## src/rtl/pcfg_pkg.sv

```systemverilog
package pcfg_pkg;

  localparam int DW    = 32;
  localparam int LANES = DW / 8;

  typedef enum logic [1:0] {
    SZ_B   = 2'd0,
    SZ_H   = 2'd1,
    SZ_W   = 2'd2,
    SZ_BAD = 2'd3
  } size_e;

  typedef enum logic [1:0] {
    TGT_NONE = 2'd0,
    TGT_PTR  = 2'd1,
    TGT_CFG  = 2'd2,
    TGT_IO   = 2'd3
  } tgt_e;

  typedef enum logic [1:0] {
    ST_IDLE = 2'd0,
    ST_WAIT = 2'd1,
    ST_DONE = 2'd2
  } state_e;

  function automatic logic [2:0] size_bytes(size_e s);
    case (s)
      SZ_B:    return 3'd1;
      SZ_H:    return 3'd2;
      SZ_W:    return 3'd4;
      default: return 3'd0;
    endcase
  endfunction

endpackage

```

## src/rtl/pcfg_ptr_reg.sv

```systemverilog
module pcfg_ptr_reg #(
  parameter int            W       = 32,
  parameter logic [W-1:0]  RST_VAL = '0
) (
  input  logic         clk,
  input  logic         rst,
  input  logic         wr_en,
  input  logic [W-1:0] wr_data,
  output logic [W-1:0] q
);

  always_ff @(posedge clk) begin
    if (rst)        q <= RST_VAL;
    else if (wr_en) q <= wr_data;
  end

endmodule

```

## src/rtl/pcfg_decode.sv

```systemverilog
module pcfg_decode
  import pcfg_pkg::*;
#(
  parameter int             HA_W    = 12,
  parameter logic [HA_W-1:0] PTR_OFS = 12'h064,
  parameter logic [HA_W-1:0] CFG_OFS = 12'h068,
  parameter logic [HA_W-1:0] IO_OFS  = 12'h06C
) (
  input  logic [HA_W-1:0] addr,
  input  size_e           size,
  output tgt_e            tgt,
  output logic            legal,
  output logic [1:0]      lane
);

  logic [HA_W-1:0] word;
  logic            aligned;

  assign word = {addr[HA_W-1:2], 2'b00};
  assign lane = addr[1:0];

  always_comb begin
    case (size)
      SZ_B:    aligned = 1'b1;
      SZ_H:    aligned = (lane[0] == 1'b0);
      SZ_W:    aligned = (lane == 2'd0);
      default: aligned = 1'b0;
    endcase
  end

  always_comb begin
    tgt   = TGT_NONE;
    legal = 1'b0;
    if (word == PTR_OFS) begin
      tgt   = TGT_PTR;
      legal = (size == SZ_W) && (lane == 2'd0);
    end else if (word == CFG_OFS) begin
      tgt   = TGT_CFG;
      legal = aligned;
    end else if (word == IO_OFS) begin
      tgt   = TGT_IO;
      legal = aligned;
    end
  end

endmodule

```

## src/rtl/pcfg_lane_map.sv

```systemverilog
// Moves bytes between a right-justified host value and bus lanes.
// BIG selects the lane order, UNPACK selects the direction.
module pcfg_lane_map
  import pcfg_pkg::*;
#(
  parameter bit BIG    = 1'b0,
  parameter bit UNPACK = 1'b0
) (
  input  size_e          size,
  input  logic [1:0]     ofs,
  input  logic [DW-1:0]  din,
  output logic [LANES-1:0] lane_en,
  output logic [DW-1:0]  dout
);

  logic signed [3:0] nb;
  logic signed [3:0] k;

  assign nb = $signed({1'b0, size_bytes(size)});
  assign k  = $signed({2'b00, ofs});

  for (genvar p = 0; p < LANES; p++) begin : g_pos
    localparam logic signed [3:0] PS = 4'(p);
    logic signed [3:0] src;
    logic              hit;

    if (UNPACK) begin : g_un
      // p is a host byte; src is the bus lane it comes from
      if (BIG) begin : g_be
        assign src = k + nb - 4'sd1 - PS;
      end else begin : g_le
        assign src = k + PS;
      end
      assign hit = (PS < nb);
    end else begin : g_pk
      // p is a bus lane; src is the host byte it carries
      if (BIG) begin : g_be
        assign src = k + nb - 4'sd1 - PS;
      end else begin : g_le
        assign src = PS - k;
      end
      assign hit = (src >= 4'sd0) && (src < nb);
    end

    assign lane_en[p]     = hit;
    assign dout[8*p +: 8] = hit ? din[8*src[1:0] +: 8] : 8'h00;
  end

endmodule

```

## src/rtl/pcfg_front.sv

```systemverilog
module pcfg_front
  import pcfg_pkg::*;
#(
  parameter int              HA_W    = 12,
  parameter logic [HA_W-1:0] PTR_OFS = 12'h064,
  parameter logic [HA_W-1:0] CFG_OFS = 12'h068,
  parameter logic [HA_W-1:0] IO_OFS  = 12'h06C,
  parameter logic [31:0]     PTR_RST = 32'h0
) (
  input  logic            clk,
  input  logic            rst,
  input  logic            h_req,
  input  logic            h_we,
  input  logic [HA_W-1:0] h_addr,
  input  logic [1:0]      h_size,
  input  logic [31:0]     h_wdata,
  output logic            h_ready,
  output logic            h_rsp_valid,
  output logic            h_rsp_err,
  output logic [31:0]     h_rdata,
  output logic            d_req_valid,
  output logic            d_req_io,
  output logic            d_req_we,
  output logic [31:0]     d_req_addr,
  output logic [3:0]      d_req_be,
  output logic [31:0]     d_req_wdata,
  input  logic            d_rsp_valid,
  input  logic [31:0]     d_rsp_rdata
);

  state_e      state;
  tgt_e        tgt;
  logic        legal;
  logic [1:0]  lane;
  size_e       hsize;
  logic        accept;
  logic [31:0] addr_q;
  logic [31:0] eff;
  logic [31:0] dn_addr;

  logic        io_q;
  logic        we_q;
  size_e       size_q;
  logic [1:0]  ofs_q;

  logic [3:0]  be_le, be_be, ue_le, ue_be;
  logic [31:0] wd_le, wd_be, rd_le, rd_be;

  assign hsize   = size_e'(h_size);
  assign h_ready = (state == ST_IDLE);
  assign accept  = h_req && h_ready;

  pcfg_decode #(
    .HA_W(HA_W), .PTR_OFS(PTR_OFS), .CFG_OFS(CFG_OFS), .IO_OFS(IO_OFS)
  ) u_dec (
    .addr(h_addr), .size(hsize), .tgt(tgt), .legal(legal), .lane(lane)
  );

  pcfg_ptr_reg #(.W(32), .RST_VAL(PTR_RST)) u_ptr (
    .clk(clk), .rst(rst),
    .wr_en(accept && legal && (tgt == TGT_PTR) && h_we),
    .wr_data(h_wdata), .q(addr_q)
  );

  assign eff     = {addr_q[31:2], 2'b00};
  assign dn_addr = (tgt == TGT_CFG) ? (eff | {30'd0, lane}) : (eff + {30'd0, lane});

  pcfg_lane_map #(.BIG(1'b0), .UNPACK(1'b0)) u_pk_le (
    .size(hsize), .ofs(lane), .din(h_wdata), .lane_en(be_le), .dout(wd_le));
  pcfg_lane_map #(.BIG(1'b1), .UNPACK(1'b0)) u_pk_be (
    .size(hsize), .ofs(lane), .din(h_wdata), .lane_en(be_be), .dout(wd_be));
  pcfg_lane_map #(.BIG(1'b0), .UNPACK(1'b1)) u_un_le (
    .size(size_q), .ofs(ofs_q), .din(d_rsp_rdata), .lane_en(ue_le), .dout(rd_le));
  pcfg_lane_map #(.BIG(1'b1), .UNPACK(1'b1)) u_un_be (
    .size(size_q), .ofs(ofs_q), .din(d_rsp_rdata), .lane_en(ue_be), .dout(rd_be));

  always_ff @(posedge clk) begin
    if (rst) begin
      state       <= ST_IDLE;
      h_rsp_valid <= 1'b0;
      h_rsp_err   <= 1'b0;
      h_rdata     <= '0;
      d_req_valid <= 1'b0;
      d_req_io    <= 1'b0;
      d_req_we    <= 1'b0;
      d_req_addr  <= '0;
      d_req_be    <= '0;
      d_req_wdata <= '0;
      io_q        <= 1'b0;
      we_q        <= 1'b0;
      size_q      <= SZ_B;
      ofs_q       <= 2'd0;
    end else begin
      case (state)
        ST_IDLE: begin
          if (h_req) begin
            if (!legal) begin
              h_rsp_valid <= 1'b1;
              h_rsp_err   <= 1'b1;
              h_rdata     <= '0;
              state       <= ST_DONE;
            end else if (tgt == TGT_PTR) begin
              h_rsp_valid <= 1'b1;
              h_rsp_err   <= 1'b0;
              h_rdata     <= h_we ? 32'h0 : addr_q;
              state       <= ST_DONE;
            end else begin
              d_req_valid <= 1'b1;
              d_req_io    <= (tgt == TGT_IO);
              d_req_we    <= h_we;
              d_req_addr  <= dn_addr;
              d_req_be    <= (tgt == TGT_IO) ? be_be : be_le;
              d_req_wdata <= !h_we ? 32'h0 : ((tgt == TGT_IO) ? wd_be : wd_le);
              io_q        <= (tgt == TGT_IO);
              we_q        <= h_we;
              size_q      <= hsize;
              ofs_q       <= lane;
              state       <= ST_WAIT;
            end
          end
        end
        ST_WAIT: begin
          d_req_valid <= 1'b0;
          if (d_rsp_valid) begin
            h_rsp_valid <= 1'b1;
            h_rsp_err   <= 1'b0;
            h_rdata     <= we_q ? 32'h0 : (io_q ? rd_be : rd_le);
            state       <= ST_DONE;
          end
        end
        ST_DONE: begin
          h_rsp_valid <= 1'b0;
          h_rsp_err   <= 1'b0;
          state       <= ST_IDLE;
        end
        default: state <= ST_IDLE;
      endcase
    end
  end

  logic unused_ok;
  assign unused_ok = ^{ue_le, ue_be};

endmodule

```

## config.mk

```make
export PLATFORM = sky130hd
export DESIGN_NAME = pcfg_front
export DESIGN_NICKNAME = d
export VERILOG_FILES = /design/src/rtl/pcfg_pkg.sv /design/src/rtl/pcfg_ptr_reg.sv /design/src/rtl/pcfg_decode.sv /design/src/rtl/pcfg_lane_map.sv /design/src/rtl/pcfg_front.sv
export SDC_FILE = /design/constraint.sdc
export NUM_CORES = 1
export LEC_CHECK = 0
export BUFFER_PORTS_ARGS = -buffer_cell sky130_fd_sc_hd__buf_2
export CORE_ASPECT_RATIO = 2
export CORE_MARGIN = 2
export CORE_UTILIZATION = 33
export DETAILED_ROUTE_END_ITERATION = 16
export PLACE_DENSITY = 0.54
export SKIP_CTS_REPAIR_TIMING = 1
export SYNTH_ARGS = -nofsm -noshare
export SYNTH_HDL_FRONTEND = slang
export SYNTH_SLANG_ARGS = --single-unit
```

## constraint.sdc

```tcl
create_clock -name clk -period 10 [get_ports clk]
set_input_delay 2 -clock clk [delete_from_list [all_inputs] [get_ports clk]]
set_output_delay 2 -clock clk [all_outputs]
set_load 0.02 [all_outputs]
```

---- Yosys cells after proc, flatten, opt, wreduce, memory -nomap -nowiden ----
Index checks and enable logic that the tools add are counted.
word-level totals
  register bits after elaboration ......... 143
  input port bits ......................... 83
  output and inout port bits .............. 106
  word-level logic and storage cells ...... 167
operators by class
  $add $sub $neg .......................... 18
  magnitude comparators ................... 20
  equal/unequal tests ..................... 17
  shift-type cells ........................ 16
  muxes and demuxes ....................... 56
  bitwise gates (word level) .............. 3
  reductions and logical operators ........ 24
operators with widths
  cell                                                        count
  indexed part select 32 x 6 -> 8 bit                         16
  2-to-1 mux 32 bit                                           10
  2-to-1 mux 8 bit                                            16
  case mux 32 bit (2 select lines)                            1
  adder 32 x 2 -> 32 bit                                      1
  >= comparator 4 x 1 -> 1 bit (second input constant)        8
  less-than comparator 4 bit                                  8
  bitwise OR 32 x 2 -> 32 bit                                 1
  == test 10 x 5 -> 1 bit (second input constant)             3
  case mux 3 bit (3 select lines)                             2
  AND reduction 4 bit                                         4
  2-to-1 mux 1 bit                                            14
  2-to-1 mux 2 bit                                            7
  logical AND 1 bit                                           13
  == test 2 bit (second input constant)                       5
  case mux 1 bit (3 select lines)                             3
  == test 2 x 1 -> 1 bit (second input constant)              4
  zero test 2 bit                                             4
  subtractor 4 x 2 -> 4 bit (second input constant)           2
  subtractor 4 x 3 -> 4 bit (second input constant)           2
  less-than comparator 1 x 3 -> 1 bit (first input constant)  2
  less-than comparator 2 x 3 -> 1 bit (first input constant)  2
  != test 2 bit (second input constant)                       3
  subtractor 1 x 2 -> 3 bit (first input constant)            2
  16 further kinds                                            21

---- Depth between registers and ports, before layout ----
Gate-level depths: netlist of the first run.
  depth in word-level cells ............... 11
  gate-level depth with buffers ........... 17
  gate-level depth less buffers ........... 13

---- Hierarchy ----
From an unflattened synthesis of the first run, not the netlist that was laid out.
unflattened totals
  cell total of the unflattened synthesis .. 1180
  area, all modules ....................... 11113.2 sq um
modules (own cells, without submodules)
  module                   instances  cells an instance  area an instance (sq um)  seq. area each (sq um)
  pcfg_front               1          579                5084.9                    2182.1
  pcfg_lane_map (u_pk_be)  1          147                1527.7                    0.0
  pcfg_lane_map (u_pk_le)  1          108                1380.1                    0.0
  pcfg_ptr_reg             1          103                1163.6                    640.6
  pcfg_lane_map (u_un_be)  1          140                1136.1                    0.0
  pcfg_lane_map (u_un_le)  1          90                 728.2                     0.0
  pcfg_decode              1          13                 92.6                      0.0

---- Worst setup path before layout of the first run ----
OpenSTA, ideal clock, no wires.
  kind .................................... input port to flip-flop
  from .................................... input h_addr[0]
  to ...................................... register d_req_wdata[24]
  arrival time ............................ 5.449 ns
  data required time ...................... 9.940 ns
  slack ................................... 4.491 ns
  cell stages on the path ................. 16
  path through ............................ buf_4 -> buf_2 -> clkbuf_1 -> inv_1 -> ha_1 -> clkinv_1 -> ha_1 -> clkbuf_1 -> clkbuf_1 -> xnor2_1 -> ha_1 -> o21ai_0 -> or3b_1 -> buf_2 -> o32ai_1 -> a22o_1
on the way
  longest elaborated chain between the ends .. 8
RTL lines
  what                                                                          RTL line           source
  start: declaration                                                            pcfg_front.sv:14   input logic [HA_W-1:0] h_addr,
  parallel branches: the longest is 8 deep, another holds adder 2 x 3 -> 4 bit  --
  end signal: assignment                                                        pcfg_front.sv:113  d_req_wdata <= !h_we ? 32'h0 : ((tgt == TGT_IO) ? wd_be : wd_le);
  end: declaration                                                              pcfg_front.sv:26   output logic [31:0] d_req_wdata,
Parallel ways; which one is timed is not known.
A chain may end at the register's enable or synchronous reset.

---- Worst setup path after layout of the first run ----
  from .................................... input h_addr[1]
  to ...................................... register d_req_wdata[14]
on the way
  longest elaborated chain between the ends .. 8
RTL lines
  what
  parallel branches: the longest is 8 deep, another holds adder 2 x 3 -> 4 bit
Parallel ways; which one is timed is not known.

==> out/summary.txt, run 1 <==
======================================================================================
Cell-by-cell listing of the critical path ............................... buf_2, inv_1, ha_1, inv_1, ha_1, ha_1, clkinv_1, nand2_1, ha_1, nor2b_1, o21a_1, nor3_2, o2111ai_1, a211oi_1
Number of placed I/O pins ...............................................          189
Transition time of the tightest slew-check pin ..........................      1290 ps
Half-perimeter wire length after detailed placement .....................    28,000 µm
Setup repair after global routing missed its margin .....................           no
EDFF count, synth .......................................................            0
Highest Clock Rate ......................................................      160 MHz
Reg-to-Reg Start ........................................................    size_q[0]
Synth Area per Inst .....................................................     9.43 µm²
Number of max-slew violations in the final report .......................            0
Critical path type ...................................................... input pin to register
Critical register-to-register path endpoint .............................   h_rdata[8]
Effective utilization at floorplan ......................................        0.334
Most common cell after layout, fill and taps aside ...................... sky130_fd_sc_hd__buf_2
Post-placement setup slack ..............................................      3360 ps
Cell Area, Synth ........................................................     9830 µm²
Routability Congestion ..................................................        0.934
Number of cells in the finished layout apart from fillers ...............        1,551
Post-route cell area ....................................................   11,600 µm²
Sum of routed wire length over all layers ...............................    38,300 µm
Number of buffer and inverter stages on the critical path ...............            4
Largest area contributor in the netlist ................................. sky130_fd_sc_hd__dfxtp_1
Mapped Nets .............................................................        1,158
Stage delay of the slowest cell on the critical path ....................       720 ps
Primary flip-flop cell chosen by synthesis mapping ...................... sky130_fd_sc_hd__dfxtp_1
Final critical delay including setup and external delays ................      6240 ps
Most frequent cells in the layout ....................................... 187 x sky130_fd_sc_hd__buf_2, 155 x sky130_fd_sc_hd__nand2_1, 138 x sky130_fd_sc_hd__dfxtp_1
Detail-routed net length per standard cell ..............................      24.7 µm
Wire length of the first global-routing pass ............................    56,900 µm
Proportion of synthesized flip-flops having asynchronous set or reset ...            0
Power per cell area .....................................................   142 nW/µm²
Final period utilization ................................................        0.624
Grt ovf .................................................................            0
Sequential fraction of the synthesis area ...............................        0.287
Fraction of post-synthesis cell area in the top cell type by area .......        0.287
DIE HEIGHT ..............................................................       248 µm
Number of buffers on the longest clock path .............................            2
Run status .............................................................. finished, final reports clean
Worst-case vdd ir drop ..................................................     0.134 mV
Data arrival time of the worst path .....................................      6600 ps
Total number of vias ....................................................        9,308
Number of standard cells after synthesis ................................        1,043
Initial antenna violation count .........................................            2
Register bit total from synthesis .......................................          141
Crit path capture type ..................................................     register
Placed cell area ........................................................   10,900 µm²
Worst path required time ................................................    10,360 ps
Fillers .................................................................        3,022
CTS sink cnt ............................................................          141
Number of placement rows ................................................           89
Placed cells ............................................................        1,517
Fraction of final layout cells with drive strength greater than 1 .......        0.304
Clk root buf ............................................................ sky130_fd_sc_hd__clkbuf_16
Total core area .........................................................   29,400 µm²
Residual DRC ............................................................            0
Most frequent cell on the critical path ................................. sky130_fd_sc_hd__ha_1
Max-cap violations ......................................................            0
DRC marker count from the first detailed-route iteration ................          829
Leakage power ...........................................................   0.00469 µW
Type of the worst min-delay path ........................................ register to register
Reg clk slew, reported paths ............................................        70 ps
Dominant cells by area after synthesis .................................. sky130_fd_sc_hd__dfxtp_1 29%, sky130_fd_sc_hd__mux4_2 20%, sky130_fd_sc_hd__nand2_1 5.9%
Library cell contributing the largest single delay on the critical path . sky130_fd_sc_hd__ha_1
Number of routed nets with antenna violations ...........................            0
Count of unique library cells instantiated by Yosys .....................           64
Number of levels the H-tree was split into ..............................            4
Drt first pass iters ....................................................            6
Die width ...............................................................       126 µm
Worst setup path startpoint .............................................    h_addr[1]
CTS tree ................................................................         done
Die area ................................................................   31,300 µm²
Final layout net count ..................................................        1,287
Clock Latency Late Sink .................................................       450 ps
Overall global routing resource usage ...................................        0.242
Layout Skew .............................................................      10.7 ps
Final setup violation count .............................................            0
Final hold violation count ..............................................            0
Min Hold Slack ..........................................................       451 ps
Synth warnings ..........................................................            0
Maximum number of pins on one net before global-route repair ............           69
Cell class contributing the biggest share of worst-path delay ...........  adder cells
Maximum fanout along the worst path .....................................           21
CP Depth ................................................................           14
Reg-to-reg slack, setup .................................................      6840 ps
Vias in the first global route ..........................................        9,276
Number of buffers added on ports ........................................          188
Number of buffers created by CTS ........................................           17
Termination of the worst setup path ..................................... d_req_wdata[14]
Sum Neg Setup Slack .....................................................         0 ps
Synth-to-layout area growth .............................................        18.0%
Vias per inst ...........................................................         6.00
Kind of launch point of the worst setup path ............................    input pin
Rel. slew slack .........................................................        0.137
Setup slack of the critical path after layout ...........................      3760 ps
Worst Reg2Reg Path Length in Cells ......................................            8
======================================================================================
## through the flow
step                       util  power, µW
after global routing      0.395       1710
after floorplan               -        830
after detailed placement  0.372        950
final                     0.395       1650
after CTS                 0.394       1660
after global placement    0.372        948
## worst reg2reg max path: cells and delay by family, from the launching register on
kind / cells / cell delay (ps)
and+or+nand+nor: 2 / 490
buffers and inverters: 2 / 130
adders and majority gates: 2 / 1180
DFF: 1 / 340
AOI/OAI and AO/OA: 2 / 870
## where the power goes
| part | internal, µW | switching, µW |
|---|---|---|
| logic | 146 | 213 |
| clock network | 430 | 281 |
| registers | 575 | 7.16 |
## final cells by class
class	count	area (µm²)	area share
timing repair buffer	203	1060	0.0910
antenna	2	5.00	0.000432
clock buffer	18	439	0.0379
inverter	47	176	0.0152
multi-input combinational	762	6430	0.555
clock inverter	14	205	0.0177
sequential	141	2830	0.244
tap	364	455	0.0393
## layer usage
metal | wire length, µm | GRT usage | part of all wire | vias to the layer above
li1 | - | - | - | 4206
met1 | 12900 | 0.249 | 0.34 | 4508
met2 | 20800 | 0.454 | 0.54 | 485
met3 | 2310 | 0.0369 | 0.060 | 109
met4 | 2390 | 0.150 | 0.062 | 0
met5 | 0 | 0 | 0 | -
## cell usage after synthesis, types with 3 or more instances
| library cell | n |
|---|---|
| sky130_fd_sc_hd__a311oi_1 | 10 |
| sky130_fd_sc_hd__a221oi_1 | 4 |
| sky130_fd_sc_hd__o21a_1 | 4 |
| sky130_fd_sc_hd__buf_6 | 5 |
| sky130_fd_sc_hd__or2_2 | 3 |
| sky130_fd_sc_hd__xor2_1 | 3 |
| sky130_fd_sc_hd__nor2_1 | 50 |
| sky130_fd_sc_hd__xnor2_1 | 5 |
| sky130_fd_sc_hd__a2111oi_0 | 7 |
| sky130_fd_sc_hd__mux2i_1 | 47 |
| sky130_fd_sc_hd__nor3_1 | 13 |
| sky130_fd_sc_hd__o2111ai_1 | 14 |
| sky130_fd_sc_hd__mux2_2 | 8 |
| sky130_fd_sc_hd__o2bb2ai_1 | 8 |
| sky130_fd_sc_hd__buf_1 | 7 |
| sky130_fd_sc_hd__o21ai_1 | 8 |
| sky130_fd_sc_hd__a221oi_2 | 5 |
| sky130_fd_sc_hd__dfxtp_1 | 141 |
| sky130_fd_sc_hd__a32oi_1 | 8 |
| sky130_fd_sc_hd__mux4_2 | 88 |
| sky130_fd_sc_hd__clkbuf_1 | 44 |
| sky130_fd_sc_hd__buf_4 | 5 |
| sky130_fd_sc_hd__a21oi_1 | 84 |
| sky130_fd_sc_hd__o32ai_1 | 8 |
| sky130_fd_sc_hd__o22ai_1 | 15 |
| sky130_fd_sc_hd__a211oi_1 | 27 |
| sky130_fd_sc_hd__nand4_1 | 4 |
| sky130_fd_sc_hd__or3_1 | 3 |
| sky130_fd_sc_hd__nand2_1 | 155 |
| sky130_fd_sc_hd__a22oi_1 | 17 |
| sky130_fd_sc_hd__nor2b_1 | 13 |
| sky130_fd_sc_hd__a22o_1 | 16 |
| sky130_fd_sc_hd__inv_1 | 45 |
| sky130_fd_sc_hd__ha_1 | 31 |
| sky130_fd_sc_hd__buf_2 | 32 |
| sky130_fd_sc_hd__o21ai_0 | 12 |
| sky130_fd_sc_hd__nand3_1 | 52 |
| sky130_fd_sc_hd__a31oi_1 | 8 |
## worst min-delay path by stage
stage                    from        endpoint  slack (ps)  cells past startpoint
3_3_place_gp       u_ptr.q[0]      u_ptr.q[0]         440                      2
4_1_cts           d_req_be[0]     d_req_be[0]         450                      2
6_report       d_req_addr[22]  d_req_addr[22]         450                      2
3_5_place_dp   d_req_wdata[4]  d_req_wdata[4]         440                      1
2_1_floorplan      u_ptr.q[0]      u_ptr.q[0]         430                      2
5_1_grt         d_req_addr[1]   d_req_addr[1]         470                      2
## flip-flops by register name (all words and copies together), names as in the netlist
register	count
size_q	2
d_req_wdata	32
d_req_be	4
d_req_addr	32
state	2
h_rdata	32
h_rsp_err	1
d_req_valid	1
u_ptr.q	32
io_q	1
h_rsp_valid	1
we_q	1
## logic make-up (layout without fill, tap and decap cells)
family | Yosys count | count (layout) | synth area share
buffers and inverters | 140 | 282 | 0.0633
multiplexers | 143 | 143 | 0.259
adder cells (fa/ha/maj) | 32 | 32 | 0.0415
AO/OA/AOI/OAI | 264 | 264 | 0.189
other | 0 | 2 | 0
flip-flops | 141 | 141 | 0.287
XOR/XNOR | 11 | 11 | 0.0134
AND/OR/NAND/NOR | 312 | 312 | 0.147
Power figures use the tool's default switching activity.
==> inputs of run 2 (changes only) <==
PLACE_DENSITY = 0.56   (was 0.54)
clock period = 5 ns   (was 10 ns; I/O delays follow)
==> run 2 against run 1 <==
Global-route usage decreased by 0.52 points. Core utilization decreased by 0.16 points. Power increased by 89%. Worst hold slack got worse by 0.65 ps. Critical path depth increased by 1. Clock skew about the same. Non-clock buffer count increased by 9. Routed wire length decreased by 2.0%. Highest routed layer unchanged.
==> out/summary.txt, run 2 (synthesis gave the netlist of run 1 again) <==
================================================================================
Final critical delay including setup and external delays ..........      4150 ps
Overall global routing resource usage .............................        0.237
Power per cell area ...............................................   270 nW/µm²
Portion of total power attributed to the clock network ............        0.399
Number of levels the H-tree was split into ........................            4
Rel. slew slack ...................................................        0.265
Flop pwr share ....................................................        0.373
Final hold violation count ........................................            0
Share of total power in combinational logic .......................        0.228
Residual DRC ......................................................            0
Most frequent cells in the layout ................................. 187 x sky130_fd_sc_hd__buf_2, 155 x sky130_fd_sc_hd__nand2_1, 138 x sky130_fd_sc_hd__dfxtp_1
Total number of vias ..............................................        9,373
Run status ........................................................ finished, final reports clean
Vias in the first global route ....................................        9,191
Highest Clock Rate ................................................      241 MHz
Final setup violation count .......................................            0
Synth-to-layout area growth .......................................        17.5%
Final layout net count ............................................        1,296
Beginning of the worst hold path .................................. d_req_addr[8]
Grt ovf ...........................................................            0
Clk root buf ...................................................... sky130_fd_sc_hd__clkbuf_16
Most common cell after layout, fill and taps aside ................ sky130_fd_sc_hd__buf_2
Wire length of the first global-routing pass ......................    56,100 µm
Worst Reg2Reg Path Length in Cells ................................            8
Die area ..........................................................   31,300 µm²
Number of placed I/O pins .........................................          189
Fraction of final layout cells with drive strength greater than 1 .        0.304
Max-cap violations ................................................            0
Layout Skew .......................................................      11.1 ps
Data arrival time of the worst path ...............................      4500 ps
Utilization after layout ..........................................        0.393
Number of buffers added on ports ..................................          188
Number of placement rows ..........................................           89
Detail-routed net length per standard cell ........................      24.1 µm
Proportion of total power due to net switching ....................        0.304
Clock Latency Late Sink ...........................................       440 ps
Sum of routed wire length over all layers .........................    37,600 µm
Initial antenna violation count ...................................            3
DRC marker count from the first detailed-route iteration ..........          842
Worst path required time ..........................................      5350 ps
Number of cells in the finished layout apart from fillers .........        1,557
Setup slack of the critical path after layout .....................       853 ps
CTS sink cnt ......................................................          141
DIE HEIGHT ........................................................       248 µm
Sum Neg Setup Slack ...............................................         0 ps
Drt first pass iters ..............................................            5
Routability Congestion ............................................        0.908
Placed cells ......................................................        1,526
Total core area ...................................................   29,400 µm²
Type of the worst min-delay path .................................. register to register
Kind of launch point of the worst setup path ......................    input pin
Critical register-to-register path endpoint .......................  h_rdata[11]
Number of buffers created by CTS ..................................           17
Transition time of the tightest slew-check pin ....................      1090 ps
Number of buffers on the longest clock path .......................            2
CTS tree ..........................................................         done
Final period utilization ..........................................        0.829
Reg-to-Reg Start ..................................................    size_q[0]
Setup repair after global routing missed its margin ...............           no
Maximum fanout along the worst path ...............................           17
Number of routed nets with antenna violations .....................            0
Reg clk slew, reported paths ......................................        60 ps
Critical path type ................................................ input pin to register
Cell Int Power ....................................................      2170 µW
Post-placement setup slack ........................................       472 ps
Reg-to-reg slack, setup ...........................................      1770 ps
Worst setup path startpoint .......................................    h_size[1]
Effective utilization at floorplan ................................        0.334
Number of max-slew violations in the final report .................            0
Worst-case vdd ir drop ............................................     0.266 mV
Crit path capture type ............................................     register
Vias per inst .....................................................         6.02
Leakage power .....................................................   0.00466 µW
Die width .........................................................       126 µm
Power spent charging and discharging nets .........................       950 µW
Half-perimeter wire length after detailed placement ...............    27,700 µm
Maximum number of pins on one net before global-route repair ......           62
Termination of the worst setup path ............................... d_req_wdata[14]
================================================================================
[run 2: cell types whose count changed in the layout (fill, tap and decap cells not counted), sizes merged, moves of 2 or more]
cell	delta
bufinv	-2
buf	+9
clkinvlp	+2
diode	+2
inv	-3
[run 2: cell type report]
cell class              count  area (µm²)
diodes                      4        10.0
inverters                  47         176
clock buffers              17         425
flip-flops and latches    141        2830
clock inverters            10         120
fillers                  3013       17800
well taps                 364         455
repair buffers            212        1120
multi-input cells         762        6410
[run 2: layer usage]
layer / share of wire / track usage
met4: 0.059 / 0.144
met1: 0.34 / 0.251
met2: 0.54 / 0.439
met5: 0 / 0
met3: 0.063 / 0.0331
[run 2: how the worst min path moves through the flow]
stage | to | slack [ps] | cells past startpoint
after floorplan | u_ptr.q[0] | 430 | 2
after global placement | d_req_addr[5] | 440 | 2
after detailed placement | d_req_wdata[4] | 440 | 1
after CTS | d_req_addr[7] | 450 | 2
after global routing | d_req_addr[26] | 470 | 2
final | d_req_addr[8] | 450 | 2
[run 2: critical path, cell delays in order]
cell	delay, ps
sky130_fd_sc_hd__buf_2	120
sky130_fd_sc_hd__nand2b_1	290
sky130_fd_sc_hd__ha_1	350
sky130_fd_sc_hd__inv_1	50
sky130_fd_sc_hd__ha_1	290
sky130_fd_sc_hd__ha_1	180
sky130_fd_sc_hd__buf_4	240
sky130_fd_sc_hd__clkinv_1	290
sky130_fd_sc_hd__nand2_1	150
sky130_fd_sc_hd__ha_1	230
sky130_fd_sc_hd__nor2b_1	120
sky130_fd_sc_hd__o21a_1	180
sky130_fd_sc_hd__nor3_2	500
sky130_fd_sc_hd__o2111ai_1	230
sky130_fd_sc_hd__a211oi_1	260
[run 2: power groups by stage]
stage | clock network [µW] | registers (µW) | logic (µW)
after floorplan | 0 | 1220 | 439
after global placement | 0 | 1190 | 694
after detailed placement | 0 | 1190 | 704
after CTS | 1270 | 1170 | 707
after global routing | 1310 | 1170 | 766
final | 1240 | 1170 | 712
[run 2: per-stage QoR]
| stage | hold slack [ps] | area (µm²) | total power [µW] |
|---|---|---|---|
| finish | 450 | 11600 | 3120 |
| global route | 471 | 11500 | 3240 |
| CTS | 454 | 11500 | 3150 |
| detailed placement | 442 | 11000 | 1890 |
| global placement | 442 | 11000 | 1880 |
| floorplan | 431 | 9830 | 1660 |
